File: config.mk
export PLATFORM = sky130hd
export DESIGN_NAME = oversamp_word_asm
export DESIGN_NICKNAME = d
export VERILOG_FILES = /design/src/rtl/rxos_pkg.sv /design/src/rtl/rxos_phase_track.sv /design/src/rtl/rxos_bit_pick.sv /design/src/rtl/rxos_packer.sv /design/src/rtl/oversamp_word_asm.sv
export SDC_FILE = /design/constraint.sdc
export NUM_CORES = 1
export LEC_CHECK = 0
export CAP_MARGIN = 20
export CORE_AREA = 2 2 136 138
export CTS_BUF_LIST = sky130_fd_sc_hd__clkbuf_2
export DETAILED_ROUTE_END_ITERATION = 10
export DIE_AREA = 0 0 138 140
export HOLD_SLACK_MARGIN = 0.12
export PLACE_DENSITY = 0.65
export RECOVER_POWER = 100
export SLEW_MARGIN = 20
export SYNTH_ARGS = -nofsm -noshare
export SYNTH_HDL_FRONTEND = slang
export SYNTH_SLANG_ARGS = --single-unit
File: constraint.sdc
create_clock -name clk -period 12 [get_ports clk]
set_clock_uncertainty 0.15 [all_clocks]
set_input_delay 2.4 -clock clk [delete_from_list [all_inputs] [get_ports clk]]
set_output_delay 2.4 -clock clk [all_outputs]
set_load 0.005 [all_outputs]
File: src/rtl/rxos_pkg.sv
package rxos_pkg;
    localparam int OSR      = 8;
    localparam int BPC      = 5;
    localparam int NSAMP    = OSR * BPC;
    localparam int SYM_W    = 10;
    localparam int MAX_SYMS = 4;
    localparam int MAX_W    = SYM_W * MAX_SYMS;
    localparam int PH_W     = $clog2(OSR);
    localparam int PICK_W   = BPC + 1;
    localparam int NB_W     = $clog2(PICK_W + 1);
    localparam int ACC_W    = MAX_W + PICK_W;
    localparam int CNT_W    = $clog2(ACC_W + 1);

    typedef enum logic [1:0] {
        SLIP_NONE = 2'd0,
        SLIP_GAIN = 2'd1,
        SLIP_LOSE = 2'd2
    } slip_e;

    typedef struct packed {
        logic [PICK_W-1:0] bits;
        logic [NB_W-1:0]   nbits;
    } pick_t;

    function automatic logic [CNT_W-1:0] word_len(input logic [1:0] sel);
        case (sel)
            2'd0:    return CNT_W'(SYM_W);
            2'd1:    return CNT_W'(2 * SYM_W);
            default: return CNT_W'(MAX_W);
        endcase
    endfunction
endpackage

File: src/rtl/rxos_phase_track.sv
module rxos_phase_track
    import rxos_pkg::*;
(
    input  logic             clk,
    input  logic             rst,
    input  logic [NSAMP-1:0] samples,
    output logic [PH_W-1:0]  ph_o,
    output slip_e            slip_o,
    output logic             prev_o
);
    localparam logic [PH_W-1:0] HALF = PH_W'(OSR / 2);
    localparam logic [PH_W-1:0] TOP  = PH_W'(OSR - 1);

    logic [PH_W-1:0] ph_q;
    logic            last_q;
    logic [NSAMP:0]  ext;
    logic            found;
    logic [PH_W-1:0] offs, target, diff;

    assign ext = {samples, last_q};

    // earliest transition in the group wins
    always_comb begin
        found = 1'b0;
        offs  = '0;
        for (int j = NSAMP - 1; j >= 0; j--) begin
            if (ext[j+1] != ext[j]) begin
                found = 1'b1;
                offs  = PH_W'(j % OSR);
            end
        end
    end

    assign target = offs + HALF;
    assign diff   = target - ph_q;

    always_comb begin
        ph_o   = ph_q;
        slip_o = SLIP_NONE;
        if (found && diff != '0 && diff != HALF) begin
            if (diff < HALF) begin
                ph_o = ph_q + 1'b1;
                if (ph_q == TOP) slip_o = SLIP_LOSE;
            end else begin
                ph_o = ph_q - 1'b1;
                if (ph_q == '0) slip_o = SLIP_GAIN;
            end
        end
    end

    assign prev_o = last_q;

    always_ff @(posedge clk) begin
        if (rst) begin
            ph_q   <= '0;
            last_q <= 1'b0;
        end else begin
            ph_q   <= ph_o;
            last_q <= samples[NSAMP-1];
        end
    end
endmodule

File: src/rtl/rxos_bit_pick.sv
module rxos_bit_pick
    import rxos_pkg::*;
(
    input  logic [NSAMP-1:0] samples,
    input  logic             prev_last,
    input  logic [PH_W-1:0]  ph,
    input  slip_e            slip,
    output pick_t            pick
);
    always_comb begin
        pick = '0;
        case (slip)
            SLIP_GAIN: begin
                pick.bits[0] = prev_last;
                for (int k = 0; k < BPC; k++)
                    pick.bits[k+1] = samples[int'(ph) + OSR * k];
                pick.nbits = NB_W'(BPC + 1);
            end
            SLIP_LOSE: begin
                for (int k = 0; k < BPC - 1; k++)
                    pick.bits[k] = samples[int'(ph) + OSR * (k + 1)];
                pick.nbits = NB_W'(BPC - 1);
            end
            default: begin
                for (int k = 0; k < BPC; k++)
                    pick.bits[k] = samples[int'(ph) + OSR * k];
                pick.nbits = NB_W'(BPC);
            end
        endcase
    end
endmodule

File: src/rtl/rxos_packer.sv
module rxos_packer
    import rxos_pkg::*;
(
    input  logic             clk,
    input  logic             rst,
    input  pick_t            pick,
    input  logic [CNT_W-1:0] wlen,
    output logic [MAX_W-1:0] word,
    output logic             word_vld
);
    logic [ACC_W-1:0] acc_q, acc_n, merged, mask;
    logic [CNT_W-1:0] cnt_q, cnt_n, total;
    logic [MAX_W-1:0] word_q, word_n;
    logic             vld_q, fire;

    always_comb begin
        merged = acc_q | (ACC_W'(pick.bits) << cnt_q);
        total  = cnt_q + CNT_W'(pick.nbits);
        mask   = (ACC_W'(1) << wlen) - 1'b1;
        fire   = (total >= wlen);
        word_n = MAX_W'(merged & mask);
        if (fire) begin
            acc_n = merged >> wlen;
            cnt_n = total - wlen;
        end else begin
            acc_n = merged;
            cnt_n = total;
        end
    end

    always_ff @(posedge clk) begin
        if (rst) begin
            acc_q  <= '0;
            cnt_q  <= '0;
            word_q <= '0;
            vld_q  <= 1'b0;
        end else begin
            acc_q <= acc_n;
            cnt_q <= cnt_n;
            vld_q <= fire;
            if (fire) word_q <= word_n;
        end
    end

    assign word     = word_q;
    assign word_vld = vld_q;
endmodule

File: src/rtl/oversamp_word_asm.sv
module oversamp_word_asm
    import rxos_pkg::*;
(
    input  logic             clk,
    input  logic             rst,
    input  logic [1:0]       wsel,
    input  logic [NSAMP-1:0] samples,
    output logic [MAX_W-1:0] word,
    output logic             word_vld
);
    logic [PH_W-1:0]  ph;
    slip_e            slip;
    logic             prev_last;
    pick_t            pick;
    logic [CNT_W-1:0] wlen;

    assign wlen = word_len(wsel);

    rxos_phase_track u_trk (
        .clk     (clk),
        .rst     (rst),
        .samples (samples),
        .ph_o    (ph),
        .slip_o  (slip),
        .prev_o  (prev_last)
    );

    rxos_bit_pick u_pick (
        .samples   (samples),
        .prev_last (prev_last),
        .ph        (ph),
        .slip      (slip),
        .pick      (pick)
    );

    rxos_packer u_pack (
        .clk      (clk),
        .rst      (rst),
        .pick     (pick),
        .wlen     (wlen),
        .word     (word),
        .word_vld (word_vld)
    );
endmodule

[Word level (Yosys, flattened, before mapping)]
Index checks and enable logic that the tools add are counted.
Word-level totals
  memory bits (writable): 0
  bits in read-only memories: 0
  register bits after elaboration: 97
  output and inout bits: 41
  memories kept: 0
  input bits: 44
  latch bits: 0
  word-level logic and storage cells: 185
Cells by class
  muxes and demuxes: 106
  reduce and logical (&&, ||, !) cells: 5
  add/sub/neg operators: 11
  bitwise gates (word level): 2
  $mul: 0
  shifts and indexed selects: 3
  div/mod/pow operators: 0
  order comparisons: 7
  equal/unequal tests: 45
Operators with widths (number)
  $lt 32x8->1 const B: 4
  $mux 3: 42
  $mux 1: 51
  $mux 46: 1
  $or 46x46->46: 1
  $shl 6x6->46: 1
  $shr 46x6->46: 1
  $and 40x40->40: 1
  $ne 1x1->1: 40
  $shl 1x6->40 const A: 1
  $sub 40x1->40 const B: 1
  $bmux 1 s6: 4
  $pmux 7 s2: 1
  $add 3x5->6 const B: 2
  $pmux 6 s2: 1
  $add 3x6->7 const B: 1
  $lt 3x7->1 const B: 1
  $add 6x3->6: 1
  $ge 6x6->1: 1
  $mux 2: 3
  $mux 6: 1
  $sub 6x6->6: 1
  $add 3x4->5 const B: 1
  $eq 2x1->1 const B: 2
  14 further kinds: 15

[Longest topological paths before layout]
  depth in word-level cells: 56
  depth in mapped cells: 42
  depth with buffers taken out: 40

[Cells and area by module]
Synthesis repeated with hierarchy kept, for this count alone.
Second synthesis, totals
  cell total of the unflattened synthesis: 1445
  area, all modules: 10532.6 um^2
Modules (own cells, without submodules)
  rxos_packer: cells an instance 1163, area each 8500.7 um^2, seq. area each 1861.8 um^2, times used 1
  rxos_phase_track: cells an instance 235, area each 1540.2 um^2, seq. area each 80.1 um^2, times used 1
  rxos_bit_pick: cells an instance 42, area each 467.9 um^2, seq. area each 0.0 um^2, times used 1
  oversamp_word_asm: cells an instance 5, area each 23.8 um^2, seq. area each 0.0 um^2, times used 1

[Worst setup path before layout]
No wires, ideal clock.
  path type: input-to-reg
  from: input port samples[35]
  to: register u_pack.acc_q[1]
  arrival: 9.241 ns
  path buffers: 3
  data required time: 11.705 ns
  path slack: 2.465 ns
  stages on the path: 39
  setup time: 0.145 ns
  path through: clkbuf_1 -> nand2_1 -> a31o_2 -> a31oi_1 -> o2bb2ai_1 -> a221oi_1 -> o221ai_1 -> o21ai_0 -> a22oi_1 -> o221ai_1 -> a22oi_1 -> a21oi_1 -> a21oi_1 -> a21oi_1 -> a211oi_1 -> ha_1 -> ha_1 -> nor2b_1 -> [... 3 more ...] -> inv_1 -> ha_1 -> ha_1 -> fa_1 -> xnor2_1 -> ha_1 -> a21o_1 -> a21oi_1 -> a21boi_0 -> o21ai_0 -> nor2b_1 -> clkbuf_1 -> nor3_1 -> nand2b_1 -> nor2_1 -> and3_1 -> a311oi_1 -> o311ai_0
On the way
  cells in the longest elaborated chain, start to end: 53
  elaborated cells between the ends (all ways): 116
  those cells by class: add/sub (7); order compare (2); eq/ne (5); shift (2); mux (96); bitwise (1); reduce/logical (3)
Ends and longest elaborated chain
  start, declared: RTL line oversamp_word_asm.sv:7  | input logic [NSAMP-1:0] samples,
  branches (longest 52 deep; another with $mux 3)
  $mux 46 *: RTL line rxos_packer.sv:22  | if (fire) begin
  end signal, assigned: RTL line rxos_packer.sv:38  | acc_q <= acc_n;
  end, declared: RTL line rxos_packer.sv:11  | logic [ACC_W-1:0] acc_q, acc_n, merged, mask;
Every way passes the cells marked *. The select of a mux whose other input is x is not followed.
A chain may end at the register's enable or synchronous reset.

[Final worst setup path]
  from: input port samples[39]
  to: register u_pack.acc_q[9]
On the way
  cells in the longest elaborated chain, start to end: 56
  elaborated cells between the ends (all ways): 121
  those cells by class: add/sub (7); order compare (2); eq/ne (4); shift (2); mux (102); bitwise (1); reduce/logical (3)
Ends and longest elaborated chain (RTL line)
  branches (longest 55 deep; another with $mux 3)
  $mux 46 *: rxos_packer.sv:22
Marked as above.

==> out/qor.csv <==
metric,value,unit
areaGrowthSynthToFinish,15.0,%
die_h,140,um
start_util,0.396,
ir_drop,0.000162,V
gr-total-overflow,0,
violations,"max-capacitance violations, max-slew violations",
tns,0,ns
yosys.cell_types.count,83,
synthAdderAreaFrac,0.0352,
first_pass_iters,6,
rsz0062_at_grt,no,
cts-root-buf,clkbuf_2,
gr-usage-all-layers,0.225,
dp_hpwl,16.5,mm
coreArea,17800,sq um
syn-cell-area,7050,sq um
critPathRequiredTime,12.41,ns
crit_buf_inv,2,
hp-class,flip-flop to flip-flop,
n_fill_cell,1809,
syn_area_per_cell,7.99,sq um
start_kind,input pin,
yosysSeqAreaShare,0.276,
cts_resized,0,
slew_headroom,-0.192,
gp_congestion,0.973,
clk_path_buf_depth,2,
crit_fanout,17,
io_pins,85,
grt_pass1_wl,35.9,mm
period_needed,10.83,ns
cts_sinks,97,
cts_hold_buf,0,
grt_pass1_vias,6534,
die_area,19300,sq um
fin_crit_sh,0.903,
hold_viol,0,
synth_seq_cells,97,
crit_type,input pin to flip-flop,
drc_errors,0,
worst_setup_path_end_kind,flip-flop,
antenna_found_initial,1,
cap_violations,1,
cts.reportedPaths.clkPinSlew,0.28,ns
power_density,277,nW/um^2
synth_compound_area_frac,0.317,
final_nets,990,
status,finished with violations,
synthMuxAreaShare,0.0930,
crit_family,compound AO/OA/AOI/OAI gates,
drt_iter0_markers,881,
cts_tree,done,
numCtsBuffers,9,
synth_edf_count,0,
postSynthCellCount,882,
yosysWarnings,0,
async_reset_ff_frac,0,
wire_per_inst,19.1,um
postRouteAntennaNets,0,
fmax,92.3,MHz
post-cts-setup-buffer-count,0,
place_ws,0.861,ns
slew_viol_final,37,
path_common_cell,ha_1,
clock_latency,0.62,ns
routed_wirelength,22.2,mm
h-tree-depth,3,
port_buffers,84,
critPathMaxStageDelay,0.92,ns
drive_gt1_frac,0.0750,
slowest_stage,nor4_1,
synth-main-ff-cell,dfxtp_1,
die-width,138,um
rows,49,
grt_max_degree,37,
p_leak,3.10,nW
setup_viol,0,
worst_slack,1.17,ns
synth_top_family_by_area,compound AO/OA/AOI/OAI gates,
synth_simple_gate_area_frac,0.209,
worst_pin_slew,1.79,ns
num_vias,7294,
viasPerCell,6.27,
crit_arrival,11.25,ns
synth_xor_area_frac,0.0162,
-- cell type report --
cell class / count / area, sq um / share of cell area
antenna: 1 / 2.50 / 0.000309
clock inverter: 6 / 72.6 / 0.00896
clock buffer: 10 / 50.0 / 0.00618
inverter: 34 / 128 / 0.0158
tap: 229 / 287 / 0.0354
timing repair buffer: 94 / 905 / 0.112
multi-input combinational: 692 / 4720 / 0.582
sequential: 97 / 1940 / 0.240
-- per-layer routing --
layer	routed length (um)	up-vias	track usage
met5	0	-	0
met4	741	0	0.0934
met3	1960	56	0.0438
met2	9840	385	0.344
met1	9690	3424	0.313
li1	-	3429	-
-- cell usage in the layout (no fill, tap or decap), drive strengths merged, types with 19 or more instances in the layout --
cell	netlist	routed
nor3	25	25
mux2i	19	19
clkdlybuf4s50	0	42
o21ai	68	68
and2	20	20
a21oi	64	64
o22ai	24	24
nand3	26	26
inv	33	36
nor2	65	65
dfxtp	97	97
dlygate4sd3	0	42
nand2	86	86
-- cell usage after synthesis, drive strengths merged (4+ instances only) --
cell / count / area, sq um
nand3: 26 / 130
mux2: 7 / 82.6
nand2: 86 / 323
a31oi: 10 / 77.6
o211ai: 5 / 37.5
mux4: 17 / 383
o2bb2ai: 5 / 43.8
and2: 20 / 125
o22ai: 24 / 156
buf: 13 / 73.8
inv: 33 / 124
a211o: 4 / 35.0
or3: 10 / 62.6
or2: 5 / 31.3
nand4: 5 / 31.3
o221ai: 9 / 78.8
a211oi: 12 / 103
a2bb2oi: 10 / 87.6
mux2i: 19 / 190
o22a: 8 / 70.1
nor4: 5 / 31.3
nor3: 25 / 130
and3: 10 / 62.6
or4: 8 / 71.3
a22oi: 9 / 67.6
a21oi: 64 / 332
xnor2: 9 / 78.8
o21a: 4 / 30.0
nand2b: 15 / 93.8
a22o: 8 / 70.1
o21ai: 68 / 344
nor2: 65 / 244
nor2b: 15 / 93.8
a21o: 12 / 90.1
dfxtp: 97 / 1940
a221o: 12 / 120
a31o: 7 / 61.3
a221oi: 15 / 131
ha: 15 / 188
xor2: 4 / 35.0
o31ai: 4 / 35.0
clkbuf: 47 / 178
-- final timing paths --
check	start	slack [ns]	cells past startpoint	endpoint
max reg2reg	u_trk.prev_o	4.00	30	u_pack.acc_q[9]
max	samples[39]	1.17	36	u_pack.acc_q[9]
min	u_pack.word[9]	0.32	2	u_pack.word[9]
min reg2reg	u_pack.word[9]	0.32	2	u_pack.word[9]
-- stage by stage --
step	hold slack, ns	area (sq um)	power (W)	util	instances
2_1_floorplan	0.298	7050	0.00163	-	883
3_3_place_gp	0.285	8010	0.00205	0.451	1146
3_5_place_dp	0.292	8010	0.00206	0.451	1146
4_1_cts	0.322	8140	0.00224	0.458	1162
5_1_grt	0.343	8100	0.00240	0.456	1163
6_report	0.318	8100	0.00224	0.456	1163
-- registers in the layout, indices dropped and copies added, names as in the netlist --
| signal | flops |
|---|---|
| u_trk.ph_q | 3 |
| u_pack.cnt_q | 6 |
| u_pack.acc_q | 46 |
| u_pack.word | 40 |
| u_pack.word_vld | 1 |
| u_trk.prev_o | 1 |
-- power breakdown --
part,total [W],internal (W),switching (W)
registers,0.000455,0.000384,0.0000713
clock network,0.000175,0.0000523,0.000123
logic,0.00161,0.000607,0.00100
total,0.00224,0.00104,0.00120
-- cell families after synthesis --
| kind of cell | count (synthesis) |
|---|---|
| AND/OR/NAND/NOR | 300 |
| adder cells (fa/ha/maj) | 18 |
| flip-flops | 97 |
| AO/OA/AOI/OAI | 316 |
| XOR/XNOR | 13 |
| multiplexers | 43 |
| other | 1 |
| buffers and inverters | 94 |
-- tightest hold or removal path, delay by kind of cell (launching register included) --
family | cells | cell delay [ns]
AND/OR/NAND/NOR | 1 | 0.05
flip-flops | 1 | 0.36
AO/OA/AOI/OAI | 1 | 0.05
(Power assumes the default switching activity.)
